## config.mk

```make
export PLATFORM = sky130hd
export DESIGN_NAME = byte_mailbox
export DESIGN_NICKNAME = d
export VERILOG_FILES = /design/src/rtl/mbx_pkg.sv /design/src/rtl/mbx_edge.sv /design/src/rtl/mbx_flag.sv /design/src/rtl/mbx_holding.sv /design/src/rtl/byte_mailbox.sv
export SDC_FILE = /design/constraint.sdc
export NUM_CORES = 1
export LEC_CHECK = 0
export ABC_AREA = 1
export BUFFER_PORTS_ARGS = -buffer_cell sky130_fd_sc_hd__buf_2
export CELL_PAD_IN_SITES_DETAIL_PLACEMENT = 1
export CELL_PAD_IN_SITES_GLOBAL_PLACEMENT = 1
export CORE_UTILIZATION = 32
export CTS_CLUSTER_DIAMETER = 120
export DETAILED_ROUTE_END_ITERATION = 10
export PLACE_DENSITY = 0.88
export SLEW_MARGIN = 20
export SYNTH_ARGS = -nofsm -noshare
export SYNTH_HDL_FRONTEND = slang
export SYNTH_SLANG_ARGS = --single-unit
```

## constraint.sdc

```tcl
create_clock -name clk -period 2.33 [get_ports clk]
set_input_delay 0.466 -clock clk [delete_from_list [all_inputs] [get_ports clk]]
set_output_delay 0.466 -clock clk [all_outputs]
set_load 0.01 [all_outputs]
```

## src/rtl/mbx_pkg.sv

```systemverilog
package mbx_pkg;
  localparam int unsigned BYTE_W = 8;

  function automatic logic fall_seen(input logic prev_q, input logic cur);
    return prev_q & ~cur;
  endfunction

  function automatic logic rise_seen(input logic prev_q, input logic cur);
    return ~prev_q & cur;
  endfunction

  function automatic logic flag_next(input logic q, input logic set,
                                     input logic clr, input logic set_wins);
    if (set_wins) return set | (q & ~clr);
    else          return ~clr & (set | q);
  endfunction
endpackage

```

## src/rtl/mbx_edge.sv

```systemverilog
module mbx_edge (
  input  logic clk,
  input  logic rst_n,
  input  logic strobe_n,
  output logic fall_ev,
  output logic rise_ev
);
  import mbx_pkg::*;
  logic prev_q;

  always_ff @(posedge clk or negedge rst_n) begin
    if (!rst_n) prev_q <= 1'b1;
    else        prev_q <= strobe_n;
  end

  assign fall_ev = fall_seen(prev_q, strobe_n);
  assign rise_ev = rise_seen(prev_q, strobe_n);
endmodule

```

## src/rtl/mbx_flag.sv

```systemverilog
module mbx_flag #(
  parameter bit SET_WINS = 1'b1,
  parameter bit STICKY   = 1'b0
) (
  input  logic clk,
  input  logic rst_n,
  input  logic set,
  input  logic clr,
  output logic q
);
  import mbx_pkg::*;
  logic clr_eff;

  generate
    if (STICKY) begin : g_sticky
      assign clr_eff = 1'b0;
    end else begin : g_clearable
      assign clr_eff = clr;
    end
  endgenerate

  always_ff @(posedge clk or negedge rst_n) begin
    if (!rst_n) q <= 1'b0;
    else        q <= flag_next(q, set, clr_eff, SET_WINS);
  end
endmodule

```

## src/rtl/mbx_holding.sv

```systemverilog
module mbx_holding #(
  parameter int unsigned WIDTH = 8
) (
  input  logic             clk,
  input  logic             rst_n,
  input  logic             load,
  input  logic [WIDTH-1:0] din,
  input  logic             rd,
  output logic [WIDTH-1:0] held,
  output logic [WIDTH-1:0] rd_bus
);
  always_ff @(posedge clk or negedge rst_n) begin
    if (!rst_n)    held <= '0;
    else if (load) held <= din;
  end

  assign rd_bus = rd ? held : '0;
endmodule

```

## src/rtl/byte_mailbox.sv

```systemverilog
module byte_mailbox #(
  parameter int unsigned DATA_W = mbx_pkg::BYTE_W
) (
  input  logic              clk,
  input  logic              rst_n,
  input  logic              mst_wr_n,
  input  logic [DATA_W-1:0] mst_data,
  input  logic              mst_frame,
  input  logic              mst_confirm,
  output logic              slv_irq,
  output logic              ack_flag,
  input  logic              slv_rd,
  input  logic              slv_ack,
  output logic [DATA_W-1:0] slv_data,
  output logic              sync_flag,
  output logic              frame_status,
  output logic              xfer_done,
  output logic              overrun
);
  logic              wr_fall;
  logic              wr_rise;
  logic              overrun_hit;
  logic [DATA_W-1:0] latch_q;

  mbx_edge u_edge (
    .clk(clk), .rst_n(rst_n), .strobe_n(mst_wr_n),
    .fall_ev(wr_fall), .rise_ev(wr_rise)
  );

  mbx_holding #(.WIDTH(DATA_W)) u_hold (
    .clk(clk), .rst_n(rst_n), .load(wr_rise), .din(mst_data),
    .rd(slv_rd), .held(latch_q), .rd_bus(slv_data)
  );

  mbx_flag #(.SET_WINS(1'b1), .STICKY(1'b0)) u_sync (
    .clk(clk), .rst_n(rst_n), .set(wr_fall), .clr(slv_rd), .q(sync_flag)
  );

  mbx_flag #(.SET_WINS(1'b1), .STICKY(1'b0)) u_ack (
    .clk(clk), .rst_n(rst_n), .set(slv_ack), .clr(mst_confirm), .q(ack_flag)
  );

  assign overrun_hit = wr_fall & sync_flag;

  mbx_flag #(.SET_WINS(1'b1), .STICKY(1'b1)) u_ovr (
    .clk(clk), .rst_n(rst_n), .set(overrun_hit), .clr(1'b0), .q(overrun)
  );

  always_ff @(posedge clk or negedge rst_n) begin
    if (!rst_n) slv_irq <= 1'b0;
    else        slv_irq <= wr_rise;
  end

  assign frame_status = mst_frame;
  assign xfer_done    = ~mst_frame & ~sync_flag;
endmodule

```

Word level (Yosys, flattened, before mapping) --
Index checks and enable logic that the tools add are counted.
Word-level totals: register bits 13, output and inout port bits 14, word-level logic and storage cells 22
Operators by class: mux-type cells 1, bitwise logic cells 15
Operators with widths (number):
- 8-bit two-way mux | 1
- 1-bit AND | 6
- 1-bit NOT | 6
- 1-bit bitwise OR | 3

Logic depth before layout (Yosys ltp) --
depth in word-level cells 4, depth in mapped cells 4, depth with buffers taken out 4

Hierarchy --
From an unflattened synthesis, not the netlist that was laid out.
Unflattened totals: cells, all modules 76, area, all modules 575.6 um2
Modules (own cells, without submodules):
- mbx_holding | times used 1, cells an instance 51, area an instance 370.4 um2, sequential area each 200.2 um2
- mbx_flag at u_ack ... | times used 2, cells an instance 5, area an instance 40.0 um2, sequential area each 25.0 um2
- byte_mailbox | times used 1, cells an instance 6, area an instance 47.5 um2, sequential area each 25.0 um2
- mbx_edge | times used 1, cells an instance 5, area an instance 41.3 um2, sequential area each 26.3 um2
- mbx_flag at u_ovr | times used 1, cells an instance 4, area an instance 36.3 um2, sequential area each 25.0 um2

Worst setup path before layout --
Ideal clock, no wire load.
path kind input port to output port, start in slv_rd, end out slv_data[7], arrival 0.749 ns, data required time 1.864 ns, path slack 1.115 ns, stages on the path 3, cell sequence buf_2 -> nand2_1 -> inv_1
Between the ends: cells in the longest elaborated chain, start to end 1
RTL lines:
- from (decl) | RTL line byte_mailbox.sv:12 | input logic slv_rd,
- 8-bit two-way mux | RTL line mbx_holding.sv:17 | assign rd_bus = rd ? held : '0;
- to (decl) | RTL line byte_mailbox.sv:14 | output logic [DATA_W-1:0] slv_data,
Every way passes these cells.

Worst setup path after layout --
start reg u_sync.q, end out xfer_done
Between the ends: cells in the longest elaborated chain, start to end 2
RTL lines:
- from (decl) | RTL line mbx_flag.sv:9 | output logic q
- from (signal assigned) | RTL line mbx_flag.sv:24 | else q <= flag_next(q, set, clr_eff, SET_WINS);
- 1-bit NOT | RTL line byte_mailbox.sv:55 | assign xfer_done = ~mst_frame & ~sync_flag;
- 1-bit AND | RTL line byte_mailbox.sv:55
- to (decl) | RTL line byte_mailbox.sv:17 | output logic xfer_done,
Every way passes these cells.

==> flow_summary.toml <==
[outcome]
status = "complete, no violations"

[logic_synthesis]
synth-edff-count = 0
synth.most_common_cell = "nand2_1"
synth_seq_cells = 13
yosysTopAreaCellShare_pct = 52.2
synth_fp_nets = 84
synthTopCellsByCount = "nand2_1, inv_1, dfrtp_1"
ys_top_cells_by_area = "dfrtp_1, nand2_1, inv_1"
async_reset_ff_share_pct = 100
yosys_most_used_dff = "dfrtp_1"
netlist_area_um2 = 576
synth_cell_type_count = 13
synth.largest_area_cell = "dfrtp_1"
seq_area_frac_synth_pct = 56.7
syn_inst = 69
synth_area_per_cell_um2 = 8.34
ys.warnings.count = 0

[pwr]
p_leak_nw = 0.493
irDropWorstVdd_v = 0.000279
powerDensity_nw_per_um2 = 639
p_total_uw = 477

[timing]
setup_violations = 0
tns_ns = 0
drv_slew = 0
worst_slew_pin_slew_ns = 0.287
final_hold_viol_count = 0
fin_crit_ns = 1.37
post-route-period-util_pct = 58.9
grt_setup_unrepaired = "false"
max_freq_mhz = 728
skew_ns = 0.00359
max_slew_margin_pct = 80.9

[detailed_routing]
route.met3.wl_um = 65
wl_per_cell_um = 9.53
drt-met1-wl_um = 475
dr_wl_met2_um = 623
drt_iter0_drc = 4
viasPerCell = 4.24
wl_um = 1160
ant_nets = 0
maxUsedRoutingLayer = "met3"
vias = 517
post-route-drc-count = 0
drt_pass1_iterations = 2

[global_route]
grt_max_degree = 14
grt_pass1_wl_um = 1970
grt_pass1_vias = 490
grt-ovfl-total = 0
grt.total_usage_pct = 14.0
grt_antenna_before_repair = 0

[run]
cap_violations = 0

[worst_setup_path]
reg2reg_setup_slack_ns = 1.39
reg2reg_to = "u_hold.held[4]"
r2r_cells = 4
reg2reg_from = "u_edge.prev_q"
startpoint_type = "flop"
arrival_ns = 0.91
end_kind = "output pin"
cp_max_fo = 4
path_class = "flop to output pin"
cp.required_ns = 1.86

[placed_design]
place.port_buffers = 28
place_congestion = 0.656
hpwlAfterDp_um = 942
placed_area_um2 = 719

[finish]
regArea_um2 = 327
drive_gt1_share_pct = 34.7
diodes = 0
area_delta_synth_final_pct = 29.6
finish.instance_area_um2 = 746
fin_util_pct = 46.8
nets = 114
num-fill-cells = 216
multiInputGateArea_um2 = 170

[hold_path]
min_path_type = "primary input to async pin"

[clocking]
ctsResizeCount = 0
clockBufferDepth = 2
post_cts_buffers = 0
cts_tree = "done"
clk_pin_slew_ns = 0.08
clock_latency_ns = 0.27
cts_root_buffer = "clkbuf_4"
hold_buffers = 0
htree_levels = 1
cts_sinks = 13
cts_made_buffers = 3

[floorplan]
die_h_um = 44.4
io_pins = 29
die-area_um2 = 1970
die_x_um = 44.4
coreArea_um2 = 1590
rows = 14
start_util_pct = 36.1
[cell type report]
cell class              instances  area share [%]
well taps                      24            4.03
repair buffers                 28            18.8
multi-input cells              39            22.8
inverters                      14            7.05
clock buffers                   4            3.52
flip-flops and latches         13            43.8
[power by group]
part	total, mW	internal [mW]	switching (mW)
Combinational	0.0813	0.0344	0.0469
Clock	0.136	0.0662	0.0693
Sequential	0.260	0.248	0.0121
Total	0.477	0.349	0.128
[logic make-up (layout without fill, tap and decap cells)]
logic type | count (synthesis) | count (layout) | synth area share (%)
flops | 13 | 13 | 56.7
compound gates | 2 | 2 | 2.17
simple gates | 37 | 37 | 27.4
buf+inv | 17 | 46 | 13.7
[sequential cells by signal, summed over array words and instances (netlist names)]
name / flops
slv_irq: 1
u_ack.q: 1
u_edge.prev_q: 1
u_hold.held: 8
u_ovr.q: 1
u_sync.q: 1
[how the worst max path moves through the flow]
| stage | startpoint | end | slack, ns |
|---|---|---|---|
| global placement | slv_rd | slv_data[4] | 0.98 |
| detailed placement | slv_rd | slv_data[6] | 0.97 |
| floorplan | slv_rd | slv_data[7] | 1.11 |
| CTS | u_sync.q | xfer_done | 0.94 |
| finish | u_sync.q | xfer_done | 0.96 |
| global route | u_sync.q | xfer_done | 0.91 |
[cell usage in the layout (no fill, tap or decap), drive strengths merged]
master	count
buf	28
nand2	27
inv	14
dfrtp	12
nand3	9
clkbuf	4
nor2	1
o21bai	1
o21ai	1
dfstp	1
[per-layer routing]
metal / track usage [%] / vias to the layer above
met5: 0 / -
met2: 24.4 / 17
met4: 7.27 / 0
met1: 16.3 / 238
li1: - / 262
met3: 2.45 / 0
[critical path, stage by stage, from the launching register on]
cell     delay [ns]
dfrtp_1        0.42
nor2_1         0.09
buf_2          0.13
[metrics by stage]
| step | hold slack [ns] | worst slack [ns] | std cells |
|---|---|---|---|
| after floorplan | 0.170 | 1.11 | 69 |
| after global placement | 0.358 | 0.978 | 118 |
| after detailed placement | 0.370 | 0.971 | 118 |
| after CTS | 0.0685 | 0.944 | 122 |
| after global routing | 0.0721 | 0.911 | 122 |
| final | 0.0646 | 0.957 | 122 |
Power figures use the tool's default switching activity.
